--- src/rtl/vcl_pkg.sv ---
package vcl_pkg;

  typedef enum logic [3:0] {
    ST_IDLE      = 4'd0,
    ST_BEGIN     = 4'd1,
    ST_ADDR      = 4'd2,
    ST_REG       = 4'd3,
    ST_DATA      = 4'd4,
    ST_FIN       = 4'd5,
    ST_DRAIN     = 4'd6,
    ST_DONE      = 4'd7,
    ST_AL_START  = 4'd8,
    ST_AL_XFER   = 4'd9,
    ST_NACK      = 4'd10,
    ST_ERR_STOP  = 4'd11,
    ST_ERR_DRAIN = 4'd12,
    ST_FAULT     = 4'd13
  } seq_state_t;

  // event enable vector layout
  localparam int IEN_W    = 3;
  localparam int IEN_ACK  = 2;
  localparam int IEN_WAIT = 1;
  localparam int IEN_TXE  = 0;

endpackage

--- src/rtl/vcl_code_map.sv ---
module vcl_code_map #(
  parameter int              CODE_W   = 9,
  parameter int              ENTRIES  = 8,
  parameter int              DATA_W   = 8,
  parameter logic [DATA_W-1:0] BASE_VID = 8'h53
) (
  input  logic [CODE_W-1:0] code_i,
  output logic [DATA_W-1:0] vid_o
);
  localparam int IDX_W = (ENTRIES > 1) ? $clog2(ENTRIES) : 1;

  logic [ENTRIES-1:0] match;
  logic [IDX_W-1:0]   idx;

  // entry 0 keys on zero, entry e>0 keys on a single set bit e-1
  generate
    for (genvar e = 0; e < ENTRIES; e++) begin : g_key
      localparam int SH = (e == 0) ? 0 : e - 1;
      localparam logic [CODE_W-1:0] KEY = (e == 0) ? '0 : (CODE_W'(1) << SH);
      assign match[e] = (code_i == KEY);
    end
  endgenerate

  // no hit leaves idx at entry 0
  always_comb begin
    idx = '0;
    for (int e = ENTRIES - 1; e > 0; e--) begin
      if (match[e]) idx = IDX_W'(e);
    end
  end

  assign vid_o = BASE_VID - DATA_W'(idx);

endmodule

--- src/rtl/vcl_retry_guard.sv ---
module vcl_retry_guard #(
  parameter int MAX_RETRY = 1
) (
  input  logic clk,
  input  logic rst,
  input  logic bump_i,
  output logic spent_o
);
  localparam int CNT_W = (MAX_RETRY < 1) ? 1 : $clog2(MAX_RETRY + 1);
  localparam logic [CNT_W-1:0] LIMIT = CNT_W'(MAX_RETRY);

  logic [CNT_W-1:0] cnt_q;

  always_ff @(posedge clk) begin
    if (rst)                          cnt_q <= '0;
    else if (bump_i && cnt_q < LIMIT) cnt_q <= cnt_q + 1'b1;
  end

  assign spent_o = (cnt_q >= LIMIT);

endmodule

--- src/rtl/vcl_gap_timer.sv ---
module vcl_gap_timer #(
  parameter int GAP_CYC = 2
) (
  input  logic clk,
  input  logic rst,
  input  logic load_i,
  output logic ready_o
);
  localparam int GW = (GAP_CYC < 1) ? 1 : $clog2(GAP_CYC + 1);

  logic [GW-1:0] cnt_q;

  always_ff @(posedge clk) begin
    if (rst)             cnt_q <= '0;
    else if (load_i)     cnt_q <= GW'(GAP_CYC);
    else if (cnt_q != 0) cnt_q <= cnt_q - 1'b1;
  end

  assign ready_o = (cnt_q == 0);

endmodule

--- src/rtl/volt_code_seq.sv ---
module volt_code_seq
  import vcl_pkg::*;
#(
  parameter int                RAW_W     = 16,
  parameter int                CODE_W    = 9,
  parameter int                ENTRIES   = 8,
  parameter int                DATA_W    = 8,
  parameter logic [DATA_W-1:0] BASE_VID  = 8'h53,
  parameter logic [DATA_W-1:0] ADDR_BYTE = 8'h60,
  parameter logic [DATA_W-1:0] REG_BYTE  = 8'h54,
  parameter int                MAX_RETRY = 1,
  parameter int                GAP_CYC   = 2
) (
  input  logic              clk,
  input  logic              rst,
  input  logic              start_i,
  input  logic [RAW_W-1:0]  fuse_code_i,
  input  logic              txe_i,
  input  logic              wait_i,
  input  logic              arb_lost_i,
  input  logic              nack_i,
  input  logic              busy_i,
  output logic              mst_en_o,
  output logic [IEN_W-1:0]  ien_o,
  output logic              start_cmd_o,
  output logic              stop_cmd_o,
  output logic              wr_o,
  output logic [DATA_W-1:0] wdata_o,
  output logic              wait_rel_o,
  output logic              clr_arb_o,
  output logic              clr_nack_o,
  output logic              done_o,
  output logic              fault_o
);

  // ---------------- lookup ----------------
  logic [DATA_W-1:0] map_vid;

  generate
    if (RAW_W > CODE_W) begin : g_hi
      logic unused_hi;
      assign unused_hi = ^fuse_code_i[RAW_W-1:CODE_W];
    end
  endgenerate

  vcl_code_map #(
    .CODE_W  (CODE_W),
    .ENTRIES (ENTRIES),
    .DATA_W  (DATA_W),
    .BASE_VID(BASE_VID)
  ) u_map (
    .code_i(fuse_code_i[CODE_W-1:0]),
    .vid_o (map_vid)
  );

  // ---------------- retry budget and settle gap ----------------
  logic bump, spent, gap_ready, gap_load;

  vcl_retry_guard #(.MAX_RETRY(MAX_RETRY)) u_retry (
    .clk    (clk),
    .rst    (rst),
    .bump_i (bump),
    .spent_o(spent)
  );

  vcl_gap_timer #(.GAP_CYC(GAP_CYC)) u_gap (
    .clk    (clk),
    .rst    (rst),
    .load_i (gap_load),
    .ready_o(gap_ready)
  );

  // ---------------- sequencer ----------------
  seq_state_t        st_q, st_d;
  logic [DATA_W-1:0] vid_q, vid_d;
  logic              en_q, en_d;
  logic [IEN_W-1:0]  ien_q, ien_d;
  logic              start_d, stop_d, wr_d, rel_d, clra_d, clrn_d;
  logic [DATA_W-1:0] wdata_q, wdata_d;
  logic              done_q, done_d, fault_q, fault_d;
  logic              in_xfer, err_seen;

  assign in_xfer  = (st_q == ST_ADDR) || (st_q == ST_REG) ||
                    (st_q == ST_DATA) || (st_q == ST_FIN);
  assign err_seen = arb_lost_i || nack_i;

  always_comb begin
    st_d    = st_q;
    vid_d   = vid_q;
    en_d    = en_q;
    ien_d   = ien_q;
    wdata_d = wdata_q;
    done_d  = done_q;
    fault_d = fault_q;
    start_d = 1'b0;
    stop_d  = 1'b0;
    wr_d    = 1'b0;
    rel_d   = 1'b0;
    clra_d  = 1'b0;
    clrn_d  = 1'b0;
    bump    = 1'b0;

    if (gap_ready && in_xfer && err_seen) begin
      if (spent) begin
        st_d    = ST_FAULT;
        fault_d = 1'b1;
        en_d    = 1'b0;
        ien_d   = '0;
      end else if (arb_lost_i) begin
        // arbitration has priority over a missing acknowledge
        st_d = (st_q == ST_ADDR) ? ST_AL_START : ST_AL_XFER;
      end else begin
        st_d = ST_NACK;
      end
    end else if (gap_ready) begin
      case (st_q)
        ST_IDLE: begin
          if (start_i) begin
            vid_d = map_vid;
            st_d  = ST_BEGIN;
          end
        end
        ST_BEGIN: begin
          en_d    = 1'b1;
          ien_d   = '1;
          start_d = 1'b1;
          st_d    = ST_ADDR;
        end
        ST_ADDR: begin
          if (txe_i) begin
            wr_d           = 1'b1;
            wdata_d        = ADDR_BYTE;
            ien_d[IEN_TXE] = 1'b0;
            st_d           = ST_REG;
          end
        end
        ST_REG: begin
          if (wait_i) begin
            wr_d    = 1'b1;
            wdata_d = REG_BYTE;
            rel_d   = 1'b1;
            st_d    = ST_DATA;
          end
        end
        ST_DATA: begin
          if (wait_i) begin
            wr_d    = 1'b1;
            wdata_d = vid_q;
            rel_d   = 1'b1;
            st_d    = ST_FIN;
          end
        end
        ST_FIN: begin
          if (wait_i) begin
            stop_d = 1'b1;
            rel_d  = 1'b1;
            st_d   = ST_DRAIN;
          end
        end
        ST_DRAIN: begin
          if (!busy_i) begin
            en_d   = 1'b0;
            ien_d  = '0;
            done_d = 1'b1;
            st_d   = ST_DONE;
          end
        end
        ST_AL_START: begin
          clra_d  = 1'b1;
          wr_d    = 1'b1;
          wdata_d = BASE_VID;  // dummy byte to clock the bus
          st_d    = ST_ERR_STOP;
        end
        ST_AL_XFER: begin
          clra_d = 1'b1;
          st_d   = ST_ERR_STOP;
        end
        ST_NACK: begin
          stop_d          = 1'b1;
          clrn_d          = 1'b1;
          ien_d[IEN_WAIT] = 1'b0;
          ien_d[IEN_TXE]  = 1'b0;
          st_d            = ST_ERR_DRAIN;
        end
        ST_ERR_STOP: begin
          if (wait_i) begin
            stop_d = 1'b1;
            rel_d  = 1'b1;
            st_d   = ST_ERR_DRAIN;
          end
        end
        ST_ERR_DRAIN: begin
          if (!busy_i) begin
            en_d  = 1'b0;
            ien_d = '0;
            bump  = 1'b1;
            st_d  = ST_BEGIN;
          end
        end
        ST_DONE, ST_FAULT: ;
        default: begin
          st_d    = ST_FAULT;
          fault_d = 1'b1;
          done_d  = 1'b0;
          en_d    = 1'b0;
          ien_d   = '0;
        end
      endcase
    end
  end

  assign gap_load = (st_d != st_q);

  always_ff @(posedge clk) begin
    if (rst) begin
      st_q        <= ST_IDLE;
      vid_q       <= '0;
      en_q        <= 1'b0;
      ien_q       <= '0;
      wdata_q     <= '0;
      done_q      <= 1'b0;
      fault_q     <= 1'b0;
      start_cmd_o <= 1'b0;
      stop_cmd_o  <= 1'b0;
      wr_o        <= 1'b0;
      wait_rel_o  <= 1'b0;
      clr_arb_o   <= 1'b0;
      clr_nack_o  <= 1'b0;
    end else begin
      st_q        <= st_d;
      vid_q       <= vid_d;
      en_q        <= en_d;
      ien_q       <= ien_d;
      wdata_q     <= wdata_d;
      done_q      <= done_d;
      fault_q     <= fault_d;
      start_cmd_o <= start_d;
      stop_cmd_o  <= stop_d;
      wr_o        <= wr_d;
      wait_rel_o  <= rel_d;
      clr_arb_o   <= clra_d;
      clr_nack_o  <= clrn_d;
    end
  end

  assign mst_en_o = en_q;
  assign ien_o    = ien_q;
  assign wdata_o  = wdata_q;
  assign done_o   = done_q;
  assign fault_o  = fault_q;

endmodule

--- config.mk ---
export PLATFORM = sky130hd
export DESIGN_NAME = volt_code_seq
export DESIGN_NICKNAME = d
export VERILOG_FILES = /design/src/rtl/vcl_pkg.sv /design/src/rtl/vcl_code_map.sv /design/src/rtl/vcl_retry_guard.sv /design/src/rtl/vcl_gap_timer.sv /design/src/rtl/volt_code_seq.sv
export SDC_FILE = /design/constraint.sdc
export NUM_CORES = 1
export LEC_CHECK = 0
export BUFFER_PORTS_ARGS = -buffer_cell sky130_fd_sc_hd__buf_2
export CORE_ASPECT_RATIO = 0.5
export CORE_MARGIN = 3
export CORE_UTILIZATION = 28
export DETAILED_ROUTE_END_ITERATION = 10
export PLACE_DENSITY = 0.44
export SYNTH_ARGS = -nofsm -noshare
export SYNTH_HDL_FRONTEND = slang
export SYNTH_SLANG_ARGS = --single-unit
--- constraint.sdc ---
create_clock -name clk -period 3.2 [get_ports clk]
set_input_delay 0.64 -clock clk [delete_from_list [all_inputs] [get_ports clk]]
set_output_delay 0.64 -clock clk [all_outputs]
set_load 0.03 [all_outputs]
Word-level counts from Yosys, hierarchy flattened. Cells that the tools add are included.

Bits in registers: 35. Bits of input ports: 24. Output and inout port bits: 20. Logic and storage cells: 150.

$add $sub $neg: 3. Magnitude comparators: 2. Equal/unequal tests: 32. Mux-type cells: 57. Bitwise operators: 4. Reduce and logical (&&, ||, !) cells: 34.

Operators with widths (count): 4-bit one-hot mux with 12 select lines (1); 4-bit 2-to-1 mux (10); 3-bit 2-to-1 mux (12); 8-bit one-hot mux with 4 select lines (1); 4-bit equality test, second input constant (6); 8-bit 2-to-1 mux (3); 1-bit 2-to-1 mux (20); 4-bit by 3-bit equality test with 1-bit output, second input constant (4); 4-bit AND reduction (4); 14-bit OR reduction (1); 13-bit OR reduction (1); 1-bit one-hot mux with 3 select lines (4); 2-bit OR reduction (6); 11-bit OR reduction (1); 2-bit != test, second input constant (5); 10-bit OR reduction (1); 9-bit by 1-bit equality test with 1-bit output, second input constant (1); 9-bit by 2-bit equality test with 1-bit output, second input constant (1); 9-bit by 3-bit equality test with 1-bit output, second input constant (1); 9-bit by 4-bit equality test with 1-bit output, second input constant (1); 9-bit by 5-bit equality test with 1-bit output, second input constant (1); 9-bit by 6-bit equality test with 1-bit output, second input constant (1); 9-bit by 7-bit equality test with 1-bit output, second input constant (1); 9-bit OR reduction (1); other kinds (26) (44).

Logic depth before layout (Yosys ltp). Gate-level depths: netlist of run 1.

Depth in word-level cells: 9. Gate-level depth with buffers: 9. Gate-level depth less buffers: 6.

Cells and area by module. Synthesis of run 1 repeated with hierarchy kept, for this count alone.

Cell total of the unflattened synthesis: 234. Area total of the unflattened synthesis: 2029.4 um2.

Modules (own cells, without submodules): volt_code_seq (times used 1, cells each 198, area each 1739.2 um2, sequential area each 620.6 um2); vcl_code_map (times used 1, cells each 28, area each 192.7 um2, sequential area each 0.0 um2); vcl_gap_timer (times used 1, cells each 6, area each 67.6 um2, sequential area each 40.0 um2); vcl_retry_guard (times used 1, cells each 2, area each 30.0 um2, sequential area each 20.0 um2).

Worst setup path after synthesis of run 1. No wires, ideal clock.

Path kind: in2reg. From: input port wait_i. To: register wdata_q[2] (netlist: wdata_o[2]). Setup time: 0.128 ns. Data arrival time: 1.719 ns. Data required time: 3.072 ns. Slack: 1.353 ns. Stages: 7. Path buffers: 1. Path through: buf_2 mux2_2 a32oi_1 o21ai_2 nand2_2 mux2i_1 nor2_1.

Cells in the longest elaborated chain, start to end: 2. Elaborated cells between the ends (all ways): 3. Classes of those cells: eq/ne (2); reduce/logical (1).

RTL lines: start: declaration (line volt_code_seq.sv:19) `input logic wait_i,`; 2-bit != test (no line); 6-bit AND reduction (no line) *; end signal: assignment (line volt_code_seq.sv:234) `wdata_q <= wdata_d;`; end: declaration (line volt_code_seq.sv:79) `logic [DATA_W-1:0] wdata_q, wdata_d;`.

Mark *: on every way between the ends. The rest lies on a longest branch, timed or not. A chain may end at the register's enable or synchronous reset.

Worst setup path after layout of run 1.
From: register st_q[2]. To: register ien_q[1] (netlist: ien_o[1]).

Cells in the longest elaborated chain, start to end: 8. Elaborated cells between the ends (all ways): 28. Classes of those cells: eq/ne (15); mux (3); reduce/logical (10).

RTL lines: start: declaration (line volt_code_seq.sv:74) `seq_state_t st_q, st_d;`; start signal: assignment (line volt_code_seq.sv:230) `st_q <= st_d;`; 4-bit by 2-bit equality test with 1-bit output (line volt_code_seq.sv:83, volt_code_seq.sv:116); 1-bit logical OR (2 in a row) (line volt_code_seq.sv:83) `assign in_xfer = (st_q == ST_ADDR) || (st_q == ST_REG) ||`; 1-bit logical OR (line volt_code_seq.sv:84) `(st_q == ST_DATA) || (st_q == ST_FIN);`; 1-bit logical AND (2 in a row) (line volt_code_seq.sv:103) `if (gap_ready && in_xfer && err_seen) begin`; 3-bit by 2-bit != test with 1-bit output (no line) (tied with other cells); 4-bit AND reduction (no line); end signal: assignment (line volt_code_seq.sv:233) `ien_q <= ien_d;`; end: declaration (line volt_code_seq.sv:77) `logic [IEN_W-1:0] ien_q, ien_d;`.

Parallel ways exist; a longest one is shown, timed or not. The select of a mux whose other input is x is not followed.

==> results of run 1 <==
-- stage by stage --
step	setup slack, ps	instances
floorplan	1350	232
global route	635	344
CTS	932	344
finish	942	344
detailed placement	953	336
global placement	909	336
-- worst min-delay path: stages (launching register included) --
cell and delay [ps]:
dfxtp_1 300, nand2_1 50, a21oi_1 50
-- cells in the mapped netlist (all sizes together), types with 3 or more instances --
library cell / n / area share
a211oi: 3 / 0.012
a21boi: 3 / 0.012
a21o: 4 / 0.017
a21oi: 22 / 0.063
a31oi: 6 / 0.024
buf: 14 / 0.051
clkbuf: 4 / 0.0083
dfxtp: 30 / 0.33
inv: 5 / 0.010
nand2: 21 / 0.046
nor2: 31 / 0.067
nor2b: 3 / 0.010
nor3: 16 / 0.044
nor3b: 3 / 0.015
nor4b: 3 / 0.018
o21ai: 20 / 0.058
xor2: 5 / 0.028
-- logic make-up (layout without fill, tap and decap cells) --
logic type      Yosys count  in the layout  synth area share
simple gates             91             91             0.254
compound gates           77             77             0.286
flops                    30             30             0.333
buf+inv                  23             51            0.0700
xor+xnor                  7              7            0.0381
mux                       3              3            0.0173
other cells               1              1           0.00208
-- metal layers --
layer	wire (um)	GRT usage	share of wire
met1	2600	0.212	0.53
met2	2020	0.192	0.41
met3	305	0.0353	0.062
met4	27	0.0342	0.0054
met5	0	0	0
-- how the worst min path moves through the flow --
stage	from	endpoint	slack, ps	depth (start not counted)
after floorplan	vid_q[6]$_SDFFE_PP0P_	vid_q[6]$_SDFFE_PP0P_	430	2
after global placement	wdata_o[3]$_SDFFE_PP0P_	wdata_o[3]$_SDFFE_PP0P_	440	2
after detailed placement	wdata_o[6]$_SDFFE_PP0P_	wdata_o[6]$_SDFFE_PP0P_	450	2
after CTS	wdata_o[4]$_SDFFE_PP0P_	wdata_o[4]$_SDFFE_PP0P_	460	2
after global routing	wdata_o[3]$_SDFFE_PP0P_	wdata_o[3]$_SDFFE_PP0P_	480	2
final	wdata_o[4]$_SDFFE_PP0P_	wdata_o[4]$_SDFFE_PP0P_	460	2
-- area by class of cell --
class	instances	area [um^2]	share of cell area
sequential	30	601	0.277
multi-input combinational	179	1080	0.498
inverter	5	18.8	0.00867
clock inverter	3	40.0	0.0185
tap	84	105	0.0485
clock buffer	5	125	0.0578
timing repair buffer	38	198	0.0913
-- power by group --
part	internal [W]	total (W)	switching (W)	leakage (nW)
clock	0.000363	0.000528	0.000165	0.0836
combinational	0.000368	0.000984	0.000616	0.516
sequential	0.000455	0.000593	0.000138	0.244
total	0.00119	0.00210	0.000919	0.844
-- flip-flops by register name (all words and copies together) (netlist names), 2 cells and up --
name,flops
st_q,4
wdata_o,7
vid_q,5
u_gap.cnt_q,2
ien_o,3
-- cell usage in the layout (no fill, tap or decap), drive strengths merged, types with 3 or more instances in the layout --
| cell | Yosys | routed |
|---|---|---|
| a211oi | 3 | 3 |
| a21boi | 3 | 3 |
| a21o | 4 | 4 |
| a21oi | 22 | 22 |
| a31oi | 6 | 6 |
| buf | 14 | 38 |
| clkbuf | 4 | 5 |
| dfxtp | 30 | 30 |
| inv | 5 | 5 |
| nand2 | 21 | 21 |
| nor2 | 31 | 31 |
| nor2b | 3 | 3 |
| nor3 | 16 | 16 |
| nor3b | 3 | 3 |
| nor4b | 3 | 3 |
| o21ai | 20 | 20 |
| xor2 | 5 | 5 |
==> out/results.txt, run 1 <==
design area = 2170 um^2
synthesized area per cell = 7.78 um^2
H-tree depth = 2
Antenna Nets Post-Route = 0
Stages on worst setup path = 5
initial antenna violation count = 0
CP endpoint kind = flop
Power, Total = 0.00210 W
power per cell area = 972 nW/um^2
worst path cell trace = xor2_2 > o2111ai_1 > o21ai_1 > or4_4 > a21oi_1
# IOs = 44
Final setup viols = 0
Max-Cap Viols = 0
Final TNS setup = 0 ps
layout cells sized above 1 = 0.242
Die X = 120 um
wire length per cell = 14.4 um
Clock Skews = 6.43 ps
largest net degree at the start of global routing = 27
Post-synth ARST share = 0
total die area = 7510 um^2
WP buf/inv = 0
Post-CTS Hold Buffers = 0
post-DP HPWL = 3670 um
reg2reg end = ien_o[1]$_SDFFE_PP0P_
CP Launch Type = flop
min cycle time layout = 2260 ps
max_slew headroom = 0.447
hold violation count in the final report = 0
Root Buffer = clkbuf_16
cell area after synthesis = 1810 um^2
Most used DFF post-synth = dfxtp_1
RSZ-0062 raised after global routing = false
Hold WC Path Type = flop to flop
Seq/Total Area, Yosys = 0.333
slowest stage cell, crit path = dfxtp_1
area delta synth->final = 20.0%
Req. time, crit path = 3400 ps
Critical Path Sink = ien_o[1]$_SDFFE_PP0P_
via/cell ratio = 5.08
R2R setup slack = 940 ps
Clk pin slew, worst setup/hold paths = 60 ps
CTS resizes = 0
Ys Warns = 0
initial core utilization = 0.309
CP max FO = 23
worst slew pin tran = 829 ps
WHS = 455 ps
setup bufs post-CTS = 0
#FFs+latches synth = 30
vias post-DR = 1,749
aggregate global routing overflow = 0
Max Fclk = 0.443 GHz
Final Cycle Share = 0.706
fillers = 647
Final #Nets = 283
Largest delay share family, worst path = flip-flops
Pins Over Slew Limit = 0
number of global-route vias before repair = 1,630
Critical Path Start = st_q[2]$_SDFF_PP0_
leak pwr = 0.844 nW
global-route wire length before repair = 8500 um
final core occ = 0.370
Core ar. = 5850 um^2
CTS Buf Count = 5
All-Layer GR Usage = 0.139
CP Class = flop to flop
clk_lat worst skew = 280 ps
Area after DPL = 2000 um^2
number of clock sinks = 30
antenna diode count = 0
R2R depth = 5
Post-synth EDFFs = 0
Data arrival, critical path = 2460 ps
R2R Path Start = st_q[2]$_SDFF_PP0_
Synth Net Count = 256
Std-Cell Rows = 19
DRC Markers = 0
synthesized instance count = 232
drt first-iter violations = 61
Die H = 62.8 um
synth unique cells = 58
CTS tree = yes
CTS max path bufs = 2
GPL Wtd Cong = 0.827
Total Wirelength = 4960 um
port bufs = 35
drt pass-1 iters = 4
Worst VDD drop = 0.323 mV
status = completed
critical path's largest stage delay = 850 ps
(Power assumes the default switching activity.)
==> inputs of run 2 (changes only) <==
--- a/config.mk
+++ b/config.mk
@@ -10,7 +10,7 @@
 export CORE_MARGIN = 3
 export CORE_UTILIZATION = 28
 export DETAILED_ROUTE_END_ITERATION = 10
-export PLACE_DENSITY = 0.44
+export PLACE_DENSITY = 0.46
 export SYNTH_ARGS = -nofsm -noshare
 export SYNTH_HDL_FRONTEND = slang
 export SYNTH_SLANG_ARGS = --single-unit
==> constraint.sdc (replaced) <==
create_clock -name clk -period 1.9 [get_ports clk]
set_input_delay 0.38 -clock clk [delete_from_list [all_inputs] [get_ports clk]]
set_output_delay 0.38 -clock clk [all_outputs]
set_load 0.03 [all_outputs]
==> run 2 against run 1 <==
Compared with the run above:
- sequential power rose by 53%
- flip-flop and latch count did not move
- sequential share of layout area fell by 1.7 points
- worst setup slack got worse by 830 ps
- via count rose by 5.9%
- critical endpoint is now u_gap.cnt_q[1]$_SDFFE_PP0P_
- largest cell class unchanged
==> out/results.txt, run 2 (synthesized netlist as in run 1, its figures left out) <==
number of flip-flops in the largest register = 7 (unchanged)
CTS tree = yes
global-route wire length before repair = 8850 um (+4.1%)
Power, Total = 0.00371 W (+76%)
final core occ = 0.397 (+0.0263)
Final Cycle Share = 0.940 (+0.235)
CP Class = flop to flop
setup bufs post-CTS = 0 (unchanged)
Core ar. = 5850 um^2 (unchanged)
power per cell area = 1600 nW/um^2 (+65%)
GPL Wtd Cong = 0.884 (+6.8%)
worst slew pin tran = 492 ps (-337 ps)
H-tree depth = 2 (unchanged)
drt first-iter violations = 108 (+77%)
Total Wirelength = 5200 um (+5.0%)
Data arrival, critical path = 1980 ps (-480 ps)
Req. time, crit path = 2100 ps (-1300 ps)
Die X = 120 um (unchanged)
Die H = 62.8 um (unchanged)
largest net degree at the start of global routing = 15 (-44%)
Std-Cell Rows = 19 (unchanged)
drt pass-1 iters = 4 (unchanged)
max_slew headroom = 0.669 (+0.222)
Hold WC Path Type = input pin to flop
# IOs = 44 (unchanged)
DRC Markers = 0 (unchanged)
design area = 2320 um^2 (+7.1%)
Clk pin slew, worst setup/hold paths = 50 ps (about the same)
antenna diode count = 0 (unchanged)
vias post-DR = 1,852 (+5.9%)
layout cells sized above 1 = 0.309 (+0.0662)
Antenna Nets Post-Route = 0 (unchanged)
number of clock sinks = 30 (unchanged)
initial antenna violation count = 0 (unchanged)
leak pwr = 0.942 nW (+12%)
RSZ-0062 raised after global routing = false
total die area = 7510 um^2 (unchanged)
via/cell ratio = 5.06 (-0.48%)
aggregate global routing overflow = 0 (unchanged)
number of global-route vias before repair = 1,749 (+7.3%)
hold violation count in the final report = 0 (unchanged)
area delta synth->final = 28.5%
CP Launch Type = flop
Pins Over Slew Limit = 0 (unchanged)
post-DP HPWL = 4040 um (+9.9%)
Max-Cap Viols = 0 (unchanged)
initial core utilization = 0.309 (unchanged)
min cycle time layout = 1790 ps (-471 ps)
CTS Buf Count = 5 (unchanged)
Worst VDD drop = 0.475 mV (+47%)
CP endpoint kind = flop
Max Fclk = 0.560 GHz (+26%)
Clock Skews = 3.31 ps (-3.12 ps)
Final #Nets = 305 (+7.8%)
status = completed
Area after DPL = 2170 um^2 (+8.3%)
port bufs = 35 (unchanged)
Root Buffer = clkbuf_16
commonest non-fill, non-tap cell in the layout = buf_2
CTS max path bufs = 2 (unchanged)
All-Layer GR Usage = 0.146 (+0.00644)
Final setup viols = 0 (unchanged)
most frequent cells in the layout = 35 x buf_2, 29 x nor2_1, 28 x dfxtp_1
CP max FO = 11 (-52%)
Final TNS setup = 0 ps (unchanged)
wire length per cell = 14.2 um (-1.3%)
clk_lat worst skew = 270 ps (about the same)
run 2: power breakdown:
part           switching, W  internal (W)  total (W)
logic               0.00118      0.000834    0.00201
registers          0.000136      0.000770   0.000906
clock network      0.000276      0.000517   0.000793
total               0.00159       0.00212    0.00371
run 2: through the flow:
step | hold slack, ps | instances | setup slack [ps]
after global routing | 465 | 366 | 1.48
after global placement | 443 | 358 | 57.8
final | 430 | 366 | 113
after detailed placement | 447 | 358 | 45.9
after CTS | 426 | 366 | 38.0
after floorplan | 432 | 232 | 313
run 2: worst paths after layout:
kind | cells past startpoint | slack (ps) | end | from
setup / recovery | 7 | 110 | u_gap.cnt_q[1]$_SDFFE_PP0P_ | st_q[3]$_SDFF_PP0_
hold / removal | 3 | 430 | vid_q[1]$_SDFFE_PP0P_ | fuse_code_i[0]
setup reg to reg | 7 | 110 | u_gap.cnt_q[1]$_SDFFE_PP0P_ | st_q[3]$_SDFF_PP0_
hold reg to reg | 2 | 450 | wdata_o[3]$_SDFFE_PP0P_ | wdata_o[3]$_SDFFE_PP0P_
run 2: what timing repair did:
| action | in CTS | in global routing |
|---|---|---|
| endpoints found under the setup margin | 0 | 8 |
| gates resized for setup | 0 | 2 |
| hold buffers | 0 | 0 |
run 2: layout make-up:
type                            instances  area (um^2)
Fill cell                             630         3530
Multi-Input combinational cell        179         1080
Sequential cell                        30          603
Timing Repair Buffer                   60          363
Clock buffer                            6          139
Tap cell                               84          105
Inverter                                5         18.8
Clock inverter                          2         12.5
run 2: layer usage:
metal / routed length, um / global-route usage / vias to the layer above
li1: - / - / 938
met1: 2620 / 0.215 / 855
met2: 2080 / 0.200 / 51
met3: 410 / 0.0362 / 8
met4: 95 / 0.0556 / 0
met5: 0 / 0 / -
run 2: critical path, stage by stage (launching register included):
cell and delay, ps:
dfxtp_1 380, buf_4 220, nor2_1 170, a21oi_2 50, a2bb2oi_2 150, a31o_1 250, a311o_1 320, a31oi_1 170
==> inputs of run 3 (changes only) <==
--- a/config.mk
+++ b/config.mk
@@ -11,6 +11,7 @@
 export CORE_UTILIZATION = 28
 export DETAILED_ROUTE_END_ITERATION = 10
 export PLACE_DENSITY = 0.46
+export SKIP_CTS_REPAIR_TIMING = 1
 export SYNTH_ARGS = -nofsm -noshare
 export SYNTH_HDL_FRONTEND = slang
 export SYNTH_SLANG_ARGS = --single-unit
==> constraint.sdc (replaced) <==
create_clock -name clk -period 1.9 [get_ports clk]
set_input_delay 0.57 -clock clk [delete_from_list [all_inputs] [get_ports clk]]
set_output_delay 0.57 -clock clk [all_outputs]
set_load 0.03 [all_outputs]
==> run 3 against run 2 <==
Compared with the run above:
- worst hold slack better by 22 ps
- worst setup slack better by 27 ps
- critical path type unchanged
- register-to-register slack improved by 30 ps
- largest cell class unchanged
- highest routed layer unchanged
- largest power group unchanged
==> out/results.txt, run 3 (synthesized netlist as in run 1, its figures left out) <==
Req. time, crit path = 2100 ps (about the same)
number of clock sinks = 30 (unchanged)
Final Cycle Share = 0.926 (-0.0142)
port bufs = 35 (unchanged)
CTS Buf Count = 5 (unchanged)
critical path's largest stage delay = 370 ps (about the same)
commonest non-fill, non-tap cell in the layout = buf_2
Antenna Nets Post-Route = 0 (unchanged)
post-DP HPWL = 4090 um (+1.4%)
aggregate global routing overflow = 0 (unchanged)
Die H = 62.8 um (unchanged)
WP buf/inv = 1 (unchanged)
slowest stage cell, crit path = dfxtp_1
CTS tree = yes
Data arrival, critical path = 1960 ps (-20 ps)
Pins Over Slew Limit = 0 (unchanged)
Final setup viols = 0 (unchanged)
min cycle time layout = 1760 ps (-27.0 ps)
Final TNS setup = 0 ps (unchanged)
via/cell ratio = 4.95 (-2.3%)
Final #Nets = 309 (+1.3%)
Clock Skews = 3.28 ps (-0.0248 ps)
CTS max path bufs = 2 (unchanged)
Critical Path Start = st_q[3]$_SDFF_PP0_
most frequent cells in the layout = 35 x buf_2, 29 x buf_4, 27 x nor2_1, 27 x dfxtp_1, 21 x a21oi_1
power per cell area = 1610 nW/um^2 (+0.84%)
Std-Cell Rows = 19 (unchanged)
initial antenna violation count = 0 (unchanged)
DRC Markers = 0 (unchanged)
drt pass-1 iters = 4 (unchanged)
Total Wirelength = 5240 um (+0.67%)
fin cells = 370 (+1.1%)
reg2reg end = u_gap.cnt_q[1]$_SDFFE_PP0P_
# IOs = 44 (unchanged)
Inst Count DP = 362 (+1.1%)
CP max FO = 12 (+1)
Max-Cap Viols = 0 (unchanged)
layout cells sized above 1 = 0.336 (+0.0272)
status = completed
hold violation count in the final report = 0 (unchanged)
GPL Wtd Cong = 0.844 (-4.5%)
global-route wire length before repair = 9050 um (+2.3%)
vias post-DR = 1,830 (-1.2%)
CP Class = flop to flop
R2R Path Start = st_q[3]$_SDFF_PP0_
number of flip-flops in the largest register = 7 (unchanged)
initial core utilization = 0.309 (unchanged)
H-tree depth = 2 (unchanged)
Core ar. = 5850 um^2 (unchanged)
largest net degree at the start of global routing = 16 (+1)
R2R depth = 7 (unchanged)
Critical Path Sink = u_gap.cnt_q[1]$_SDFFE_PP0P_
drt first-iter violations = 78 (-28%)
Clk pin slew, worst setup/hold paths = 50 ps (about the same)
Stages on worst setup path = 7 (unchanged)
area delta synth->final = 31.2%
Root Buffer = clkbuf_16
RSZ-0062 raised after global routing = false
Largest delay share family, worst path = compound AO/OA/AOI/OAI gates
Max Fclk = 0.568 GHz (+1.5%)
clk_lat worst skew = 270 ps (about the same)
CP Launch Type = flop
antenna diode count = 0 (unchanged)
All-Layer GR Usage = 0.148 (+0.00246)
Die X = 120 um (unchanged)
number of global-route vias before repair = 1,847 (+5.6%)
worst path cell trace = buf_4 > nor2_2 > a21oi_2 > a2bb2oi_2 > a31o_1 > a311o_1 > a31oi_2
worst setup margin = 140 ps (+27.0 ps)
leak pwr = 0.962 nW (+2.1%)
R2R setup slack = 140 ps (+30 ps)
Worst VDD drop = 0.524 mV (+10%)
CP endpoint kind = flop
wire length per cell = 14.2 um (-0.42%)
pre-CTS setup slack = -45.1 ps (-91.0 ps)
total die area = 7510 um^2 (unchanged)
Hold WC Path Type = flop to flop
## run 3: layout make-up
cell class              count  area, um^2
well taps                  84         105
flip-flops and latches     30         604
repair buffers             64         393
fillers                   627        3480
multi-input cells         179        1100
clock inverters             2        12.5
clock buffers               6         139
inverters                   5        18.8
## run 3: worst min-delay path, delay by kind of cell (launching register included)
family / cells / cell delay [ps]
AO/OA/AOI/OAI: 1 / 50
AND/OR/NAND/NOR: 1 / 50
flip-flops: 1 / 310
## run 3: routing by layer
| layer | up-vias | track usage | part of all wire |
|---|---|---|---|
| li1 | 946 | - | - |
| met1 | 835 | 0.211 | 0.53 |
| met3 | 5 | 0.0353 | 0.045 |
| met4 | 0 | 0.0385 | 0.0094 |
| met5 | - | 0 | 0 |
| met2 | 44 | 0.224 | 0.42 |
## run 3: power breakdown
group / internal (W) / switching [W] / total [W] / leakage, nW
clock: 0.000517 / 0.000270 / 0.000787 / 0.0729
sequential: 0.000772 / 0.000139 / 0.000911 / 0.245
combinational: 0.000889 / 0.00123 / 0.00212 / 0.644
total: 0.00218 / 0.00164 / 0.00382 / 0.962
## run 3: worst min-delay path by stage
stage	startpoint	endpoint	slack [ps]	cells after the start
6_report	wdata_o[3]$_SDFFE_PP0P_	wdata_o[3]$_SDFFE_PP0P_	450	2
5_1_grt	wdata_o[6]$_SDFFE_PP0P_	wdata_o[6]$_SDFFE_PP0P_	470	2
4_1_cts	wdata_o[3]$_SDFFE_PP0P_	wdata_o[3]$_SDFFE_PP0P_	460	2
3_5_place_dp	wdata_o[6]$_SDFFE_PP0P_	wdata_o[6]$_SDFFE_PP0P_	450	2
3_3_place_gp	wdata_o[3]$_SDFFE_PP0P_	wdata_o[3]$_SDFFE_PP0P_	440	2
2_1_floorplan	vid_q[6]$_SDFFE_PP0P_	vid_q[6]$_SDFFE_PP0P_	430	2
## run 3: per-stage QoR
stage	util	power [W]	area, um^2	hold WS [ps]
after floorplan	-	0.00229	1810	432
after global placement	0.375	0.00297	2200	443
after detailed placement	0.375	0.00298	2200	446
after CTS	0.401	0.00379	2350	460
after global routing	0.405	0.00412	2370	471
final	0.405	0.00382	2370	452
